`src/rtl/i2c_rb_pkg.sv`:
```
package i2c_rb_pkg;
  typedef enum logic [2:0] {
    ST_IDLE,
    ST_DEV,
    ST_REG,
    ST_DATA,
    ST_READ,
    ST_WAIT
  } bus_st_e;
endpackage

```
`src/rtl/i2c_rb_filter.sv`:
```
module i2c_rb_filter #(
  parameter int   NSMP    = 3,
  parameter logic RST_VAL = 1'b1
) (
  input  logic clk_i,
  input  logic rst_ni,
  input  logic in_i,
  output logic flt_o
);
  logic [1:0]      sync_q;
  logic [NSMP-1:0] smp_q;
  logic            flt_q;

  always_ff @(posedge clk_i or negedge rst_ni) begin
    if (!rst_ni) begin
      sync_q <= {2{RST_VAL}};
      smp_q  <= {NSMP{RST_VAL}};
      flt_q  <= RST_VAL;
    end else begin
      sync_q <= {sync_q[0], in_i};
      smp_q  <= {smp_q[NSMP-2:0], sync_q[1]};
      // output moves only when the whole window agrees
      if (&smp_q)       flt_q <= 1'b1;
      else if (~|smp_q) flt_q <= 1'b0;
    end
  end

  assign flt_o = flt_q;

  AST_FILT_AGREE: assert property (@(posedge clk_i) disable iff (!rst_ni)
    !$stable(flt_q) |-> ($past(sync_q[1], 2) == flt_q));
endmodule

```
`src/rtl/i2c_rb_regs.sv`:
```
module i2c_rb_regs #(
  parameter int NREGS = 17,
  parameter int DW    = 8,
  parameter int AW    = 8,
  parameter int HAW   = 5
) (
  input  logic           clk_i,
  input  logic           rst_ni,
  input  logic           bus_we_i,
  input  logic [AW-1:0]  bus_addr_i,
  input  logic [DW-1:0]  bus_wdata_i,
  output logic [DW-1:0]  bus_rdata_o,
  input  logic           host_we_i,
  input  logic [HAW-1:0] host_addr_i,
  input  logic [DW-1:0]  host_wdata_i,
  output logic [DW-1:0]  host_rdata_o
);
  logic [NREGS-1:0][DW-1:0] regs_q;

  for (genvar i = 0; i < NREGS; i++) begin : g_reg
    always_ff @(posedge clk_i or negedge rst_ni) begin
      if (!rst_ni)                                     regs_q[i] <= '0;
      else if (bus_we_i && bus_addr_i == AW'(i))       regs_q[i] <= bus_wdata_i;
      else if (host_we_i && host_addr_i == HAW'(i))    regs_q[i] <= host_wdata_i;
    end
  end

  // unmatched indices fall through to zero
  always_comb begin
    bus_rdata_o  = '0;
    host_rdata_o = '0;
    for (int i = 0; i < NREGS; i++) begin
      if (bus_addr_i == AW'(i))   bus_rdata_o  = regs_q[i];
      if (host_addr_i == HAW'(i)) host_rdata_o = regs_q[i];
    end
  end

  AST_OOR_WRITE_DROPPED: assert property (@(posedge clk_i) disable iff (!rst_ni)
    (bus_we_i && bus_addr_i >= AW'(NREGS) && !host_we_i) |=> $stable(regs_q));
endmodule

```
`src/rtl/i2c_rb_link.sv`:
```
module i2c_rb_link
  import i2c_rb_pkg::*;
#(
  parameter int         DW       = 8,
  parameter logic [6:0] DEV_ADDR = 7'h3A
) (
  input  logic          clk_i,
  input  logic          rst_ni,
  input  logic          scl_i,
  input  logic          sda_i,
  input  logic [DW-1:0] rd_data_i,
  output logic          sda_oe_o,
  output logic          we_o,
  output logic [DW-1:0] ptr_o,
  output logic [DW-1:0] wdata_o
);
  localparam int CW = $clog2(DW);

  bus_st_e       state_q;
  logic          scl_q, sda_q;
  logic [CW-1:0] cnt_q;
  logic          byte_done_q, in_ack_q, rw_q, sda_oe_q, we_q;
  logic [DW-1:0] shreg_q, txreg_q, ptr_q, wdata_q;

  logic start_w, stop_w, scl_rise, scl_fall, busy;

  assign start_w  = scl_i & scl_q & sda_q & ~sda_i;
  assign stop_w   = scl_i & scl_q & ~sda_q & sda_i;
  assign scl_rise = scl_i & ~scl_q;
  assign scl_fall = ~scl_i & scl_q;
  assign busy     = state_q inside {ST_DEV, ST_REG, ST_DATA, ST_READ};

  always_ff @(posedge clk_i or negedge rst_ni) begin
    if (!rst_ni) begin
      state_q     <= ST_IDLE;
      scl_q       <= 1'b1;
      sda_q       <= 1'b1;
      cnt_q       <= '0;
      byte_done_q <= 1'b0;
      in_ack_q    <= 1'b0;
      rw_q        <= 1'b0;
      sda_oe_q    <= 1'b0;
      we_q        <= 1'b0;
      shreg_q     <= '0;
      txreg_q     <= '0;
      ptr_q       <= '0;
      wdata_q     <= '0;
    end else begin
      scl_q <= scl_i;
      sda_q <= sda_i;
      we_q  <= 1'b0;
      if (start_w) begin
        state_q     <= ST_DEV;
        cnt_q       <= '0;
        byte_done_q <= 1'b0;
        in_ack_q    <= 1'b0;
        sda_oe_q    <= 1'b0;
      end else if (stop_w) begin
        state_q     <= ST_IDLE;
        byte_done_q <= 1'b0;
        in_ack_q    <= 1'b0;
        sda_oe_q    <= 1'b0;
      end else if (scl_rise && busy && !in_ack_q) begin
        if (state_q != ST_READ) shreg_q <= {shreg_q[DW-2:0], sda_i};
        cnt_q <= cnt_q + CW'(1);
        if (cnt_q == CW'(DW-1)) byte_done_q <= 1'b1;
      end else if (scl_fall && busy) begin
        if (byte_done_q) begin
          byte_done_q <= 1'b0;
          cnt_q       <= '0;
          case (state_q)
            ST_DEV: begin
              if (shreg_q[DW-1:1] == DEV_ADDR) begin
                rw_q     <= shreg_q[0];
                sda_oe_q <= 1'b1;
                in_ack_q <= 1'b1;
              end else begin
                state_q <= ST_IDLE;  // not addressed: stay silent
              end
            end
            ST_REG: begin
              ptr_q    <= shreg_q;
              sda_oe_q <= 1'b1;
              in_ack_q <= 1'b1;
            end
            ST_DATA: begin
              we_q     <= 1'b1;
              wdata_q  <= shreg_q;
              sda_oe_q <= 1'b1;
              in_ack_q <= 1'b1;
            end
            default: begin     // ST_READ: master owns the ack slot
              sda_oe_q <= 1'b0;
              in_ack_q <= 1'b1;
            end
          endcase
        end else if (in_ack_q) begin
          in_ack_q <= 1'b0;
          case (state_q)
            ST_DEV: begin
              if (rw_q) begin
                state_q  <= ST_READ;
                txreg_q  <= rd_data_i;
                sda_oe_q <= ~rd_data_i[DW-1];
              end else begin
                state_q  <= ST_REG;
                sda_oe_q <= 1'b0;
              end
            end
            ST_REG:  begin state_q <= ST_DATA; sda_oe_q <= 1'b0; end
            default: begin state_q <= ST_WAIT; sda_oe_q <= 1'b0; end
          endcase
        end else if (state_q == ST_READ) begin
          txreg_q  <= {txreg_q[DW-2:0], 1'b0};
          sda_oe_q <= ~txreg_q[DW-2];
        end
      end
    end
  end

  assign sda_oe_o = sda_oe_q;
  assign we_o     = we_q;
  assign ptr_o    = ptr_q;
  assign wdata_o  = wdata_q;

  AST_OE_RISE_SCL_LOW: assert property (@(posedge clk_i) disable iff (!rst_ni)
    $rose(sda_oe_q) |-> !scl_i);
  AST_READ_ACK_RELEASED: assert property (@(posedge clk_i) disable iff (!rst_ni)
    (state_q == ST_READ && in_ack_q) |-> !sda_oe_q);
  AST_IDLE_QUIET: assert property (@(posedge clk_i) disable iff (!rst_ni)
    (state_q == ST_IDLE) |-> !sda_oe_q);
  AST_PTR_HELD: assert property (@(posedge clk_i) disable iff (!rst_ni)
    (state_q inside {ST_IDLE, ST_WAIT}) |=> $stable(ptr_q));
endmodule

```
`src/rtl/i2c_regbank_slave.sv`:
```
module i2c_regbank_slave #(
  parameter int         NREGS    = 17,
  parameter int         DW       = 8,
  parameter int         NSMP     = 3,
  parameter logic [6:0] DEV_ADDR = 7'h3A,
  localparam int        HAW      = $clog2(NREGS)
) (
  input  logic           clk_i,
  input  logic           rst_ni,
  input  logic           scl_i,
  input  logic           sda_i,
  output logic           sda_oe_o,
  input  logic           host_we_i,
  input  logic [HAW-1:0] host_addr_i,
  input  logic [DW-1:0]  host_wdata_i,
  output logic [DW-1:0]  host_rdata_o
);
  localparam int NLINE = 2;

  logic [NLINE-1:0] raw_w, flt_w;
  logic             bus_we;
  logic [DW-1:0]    ptr, wdata, rdata;

  assign raw_w = {sda_i, scl_i};

  for (genvar g = 0; g < NLINE; g++) begin : g_flt
    i2c_rb_filter #(.NSMP(NSMP), .RST_VAL(1'b1)) u_flt (
      .clk_i (clk_i),
      .rst_ni(rst_ni),
      .in_i  (raw_w[g]),
      .flt_o (flt_w[g])
    );
  end

  i2c_rb_link #(.DW(DW), .DEV_ADDR(DEV_ADDR)) u_link (
    .clk_i    (clk_i),
    .rst_ni   (rst_ni),
    .scl_i    (flt_w[0]),
    .sda_i    (flt_w[1]),
    .rd_data_i(rdata),
    .sda_oe_o (sda_oe_o),
    .we_o     (bus_we),
    .ptr_o    (ptr),
    .wdata_o  (wdata)
  );

  i2c_rb_regs #(.NREGS(NREGS), .DW(DW), .AW(DW), .HAW(HAW)) u_regs (
    .clk_i       (clk_i),
    .rst_ni      (rst_ni),
    .bus_we_i    (bus_we),
    .bus_addr_i  (ptr),
    .bus_wdata_i (wdata),
    .bus_rdata_o (rdata),
    .host_we_i   (host_we_i),
    .host_addr_i (host_addr_i),
    .host_wdata_i(host_wdata_i),
    .host_rdata_o(host_rdata_o)
  );
endmodule

```
`config.mk`:
```
export PLATFORM = sky130hd
export DESIGN_NAME = i2c_regbank_slave
export DESIGN_NICKNAME = d
export VERILOG_FILES = /design/src/rtl/i2c_rb_pkg.sv /design/src/rtl/i2c_rb_filter.sv /design/src/rtl/i2c_rb_regs.sv /design/src/rtl/i2c_rb_link.sv /design/src/rtl/i2c_regbank_slave.sv
export SDC_FILE = /design/constraint.sdc
export NUM_CORES = 1
export LEC_CHECK = 0
export BUFFER_PORTS_ARGS = -buffer_cell sky130_fd_sc_hd__buf_2
export CORE_MARGIN = 1
export CORE_UTILIZATION = 65
export CTS_CLUSTER_DIAMETER = 150
export DETAILED_ROUTE_END_ITERATION = 12
export PLACE_DENSITY_LB_ADDON = 0.12
export SKIP_CTS_REPAIR_TIMING = 1
export SYNTH_ARGS = -nofsm -noshare
export SYNTH_HDL_FRONTEND = slang
export SYNTH_SLANG_ARGS = --single-unit
```
`constraint.sdc`:
```
create_clock -name clk_i -period 5.6 [get_ports clk_i]
set_input_delay 0.56 -clock clk_i [delete_from_list [all_inputs] [get_ports clk_i]]
set_output_delay 0.56 -clock clk_i [all_outputs]
set_load 0.1 [all_outputs]
```
# == Word-level counts from Yosys, hierarchy flattened ==
# Index checks and enable logic that the tools add are counted.
# totals
regBits,192
latchBits,0
ramBits,0
rom_bits,0
input_bits,18
out_inout_bits,9
elab_cells,302
memories,0
# op_classes
n_addsub,1
multipliers,0
div,0
magnitude_cmp,0
n_eq_ne,49
shift,0
mux,119
bitwise,17
n_reduce_logical,80
# ops
op,n
$mux W8,68
$eq A8 B4 Y1 const B,8
$mux W3,14
$eq A5 B4 Y1 const B,8
$logic_and A1 B1 Y1,37
$reduce_bool A2 Y1,18
$eq A8 B3 Y1 const B,4
$mux W1,31
$mux W7,4
$eq A5 B3 Y1 const B,4
$eq A8 B2 Y1 const B,2
$reduce_and A3 Y1,4
$reduce_and A6 Y1,2
$reduce_bool A4 Y1,3
$eq A5 B2 Y1 const B,2
$not A1 Y1,10
$reduce_bool A3 Y1,3
$eq A8 B1 Y1 const B,1
$eq A8 B5 Y1 const B,1
$logic_not A8 Y1,1
$ne A4 B4 Y1 const B,2
$reduce_and A4 Y1,2
$reduce_and A8 Y1,1
$and A1 B1 Y1,7
23 further kinds,29

# == Depth between registers and ports, before layout ==
# depth
word_depth,27
mapped_depth,9
depth_no_buf,6

# == Cells and area by module ==
# A second synthesis with hierarchy kept.
# unflattened
cells_unflattened,1322
hier_area_um2,12290.5
# by_module_without_submodules
module,instances,cells_each,area_each_um2
i2c_rb_regs,1,1148,9913.3
i2c_rb_link,1,154,2024.4
i2c_rb_filter,2,10,176.4

# == Least setup slack after synthesis ==
# OpenSTA, ideal clock, no wires.
# synth_path
path_type,input to output
from,in host_addr_i[2]
to,out host_rdata_o[3]
arrival_time_ns,4.009
slack_ns,1.031
path_stages,7
path_cell_list,buf_2 -> clkbuf_1 -> o32ai_1 -> nor2_1 -> a2111oi_0 -> o21ai_0 -> a211oi_1
# synth_via
elab_chain_cells,18
# synth_rtl
element,line_no,rtl
from (decl),i2c_regbank_slave.sv:14,"input logic [HAW-1:0] host_addr_i,"
$logic_not A5 Y1,i2c_rb_regs.sv:34,if (host_addr_i == HAW'(i)) host_rdata_o = regs_q[i];
$mux W8 (16 in series),i2c_rb_regs.sv:34,
$mux W8 *,i2c_rb_regs.sv:34,
to (decl),i2c_regbank_slave.sv:16,output logic [DW-1:0] host_rdata_o
# Mark *: on every way between the ends. The rest lies on a longest branch, timed or not.

# == Final worst setup path ==
# layout_path
from,in host_addr_i[0]
to,out host_rdata_o[3]
# Same word-level chain as after synthesis.

==> impl_metrics.toml <==
[layout]
nNetsFinal = 1257
area_delta_synth_final_pct = 5.53
fin_area_um2 = 12300
most-common-layout-cells = "dfrtp_1 (176), mux2i_1 (159), nand2_1 (149), o21ai_0 (137), nor2_1 (125)"
final_cells = 1476
layout-drive-gt1-share = 0.128
final_common_cell = "dfrtp_1"
fillCellCount = 1311

[place]
io_buffer_count = 26
dpl_cell_area_um2 = 11700
hpwl_um = 27400
placed_cells = 1443
globalplace.congestion = 0.999
post-place-ws_ps = 1770

[die]
fp.dieH_um = 136
floorplan.initialDensity = 0.671
die_x_um = 136
die_area_um2 = 18500
ioPinCount = 27
core_area_um2 = 17400
rows = 48

[yosys]
netlist_instances = 1295
ys_seq_area_frac = 0.413
synth-edff-count = 0
synthFlopType = "dfrtp_1"
synthDistinctLibCells = 75
synth_warnings = 0
syn-cell-area_um2 = 11700
avgSynthCellArea_um2 = 9.02
synth_nets = 1315
synthArstFlopShare = 1.00
synth-seq-cells = 192

[power_and_ir_drop]
vdd_ir_drop_max_mv = 0.268
p_leak_uw = 0.00503
p_per_area_nw_per_um2 = 333

[clocking]
clockBufferDepth = 2
cts_tree = "done"
cts_made_buffers = 17
clk_latency_ps = 460
cts-root-buf = "clkbuf_16"
clock-sinks = 192
h-tree-depth = 4
clk_pin_slew_ps = 80

[sta]
setup_tns_ps = 0
rsz0062_at_grt = "no"
hold_viol_final = 0
fin_ws_ps = 1610
worstMarginPinSlew_ps = 1270
worst_clock_skew_ps = 15.6
fin_crit_sh = 0.713
fmaxAchievable_ghz = 0.250
setup_violations = 0
max_slew_margin = 0.147
min_period_ps = 3990
slew_violations = 0

[global_route]
grt.total_usage = 0.458
grt_pass1_vias = 9743
antenna_found_initial = 0
grt.overflow.total = 0
grt_pass1_wl_um = 61300
grt_max_degree = 95

[routing]
drt_pass1_iterations = 7
dr_total_vias = 10700
drt_iter0_drc = 1673
drc = 0
finalWirelength_um = 40900
postRouteAntennaNets = 0
vias_per_cell = 7.25
wl_per_cell_um = 27.7

[worst_setup_path]
ff2ff_setup_slack_ps = 2320
endpoint_kind = "primary output"
rr_endpoint = "u_regs.regs_q[120]$_DFFE_PN0P_"
worstSetupPathType = "in -> out"
worst_ep_arrival_time_ps = 3430
reg2reg_depth = 4
reg2reg_from = "u_link.ptr_o[4]$_DFFE_PN0P_"
critPathRequiredTime_ps = 5040
crit_path_start_kind = "input port"
crit_fanout = 46

[job]
drv_cap = 0

[worst_hold_path]
hold_path_class = "in -> async"

[run_status]
status = "finished, final reports clean"
-- routing by layer --
| metal | part of all wire | vias to the layer above | track usage |
|---|---|---|---|
| met5 | 0 | - | 0 |
| met4 | 0.058 | 0 | 0.232 |
| met3 | 0.12 | 188 | 0.116 |
| met2 | 0.44 | 795 | 0.689 |
| met1 | 0.38 | 5174 | 0.614 |
| li1 | - | 4545 | - |
-- registers in the layout, indices dropped and copies added (netlist names), 2 cells and up --
name	count
u_link.shreg_q	8
u_regs.regs_q	136
g_flt.u_flt.flt_o	2
u_link.state_q	3
u_link.wdata_o	8
g_flt.u_flt.sync_q	4
g_flt.u_flt.smp_q	6
u_link.ptr_o	8
u_link.cnt_q	3
u_link.txreg_q	7
-- cell usage after synthesis, types with 6 or more instances --
| cell type | n | area (um^2) |
|---|---|---|
| buf_1 | 23 | 86.3 |
| mux2i_1 | 159 | 1590 |
| nor3_1 | 12 | 60.1 |
| nor2b_1 | 17 | 106 |
| a22oi_1 | 11 | 82.6 |
| dfrtp_1 | 178 | 4450 |
| mux2_2 | 41 | 462 |
| nand2b_1 | 10 | 62.6 |
| o221ai_1 | 7 | 61.3 |
| a31oi_1 | 7 | 43.8 |
| a21oi_1 | 109 | 546 |
| o22ai_1 | 20 | 125 |
| mux4_2 | 12 | 270 |
| and3_1 | 6 | 37.5 |
| nand3_1 | 23 | 115 |
| o31ai_1 | 7 | 52.6 |
| dfstp_2 | 14 | 368 |
| buf_2 | 25 | 125 |
| o211ai_1 | 8 | 60.1 |
| nand2_1 | 149 | 559 |
| nor2_1 | 125 | 469 |
| inv_1 | 17 | 63.8 |
| o21ai_0 | 137 | 686 |
| a211oi_1 | 10 | 75.1 |
| clkbuf_1 | 59 | 221 |
| nor2_2 | 8 | 50.1 |
-- worst max-delay path by stage --
stage	from	endpoint	depth (start not counted)
floorplan	host_addr_i[2]	host_rdata_o[3]	7
global placement	host_addr_i[0]	host_rdata_o[4]	8
detailed placement	host_addr_i[0]	host_rdata_o[3]	8
CTS	host_addr_i[0]	host_rdata_o[3]	8
global route	host_addr_i[0]	host_rdata_o[3]	8
finish	host_addr_i[0]	host_rdata_o[3]	8
-- per-stage QoR --
stage | hold WS, ps | util | total power [uW]
2_1_floorplan | 264 | - | 2480
3_3_place_gp | 345 | 0.672 | 2760
3_5_place_dp | 350 | 0.672 | 2790
4_1_cts | 192 | 0.708 | 4060
5_1_grt | 189 | 0.708 | 4230
6_report | 168 | 0.708 | 4100
-- cells by family after synthesis --
| family | after synthesis | share of synthesized area |
|---|---|---|
| compound gates | 370 | 0.189 |
| xor+xnor | 1 | 0.000750 |
| flops | 192 | 0.413 |
| buf+inv | 130 | 0.0460 |
| simple gates | 388 | 0.150 |
| mux | 212 | 0.199 |
| fa+ha+maj | 2 | 0.00214 |
-- where the power goes --
part / switching, uW / total [uW] / internal, uW
Sequential: 341 / 1980 / 1640
Combinational: 487 / 836 / 349
Clock: 639 / 1280 / 643
-- worst max-delay path, cell delays in order --
cell and delay (ps):
buf_2 420, nand2b_1 410, o32ai_1 380, nor2_1 70
a2111oi_0 380, o21ai_0 220, a211oi_1 440, buf_2 510
-- layout make-up --
| type | instances | area [um^2] | area share |
|---|---|---|---|
| Sequential cell | 192 | 4820 | 0.391 |
| Antenna cell | 1 | 2.50 | 0.000203 |
| Clock buffer | 19 | 464 | 0.0376 |
| Timing Repair Buffer | 34 | 199 | 0.0161 |
| Tap cell | 225 | 282 | 0.0228 |
| Clock inverter | 13 | 160 | 0.0130 |
| Inverter | 19 | 73.8 | 0.00599 |
| Multi-Input combinational cell | 973 | 6320 | 0.513 |
No activity file was read; power rests on OpenSTA's default activity.
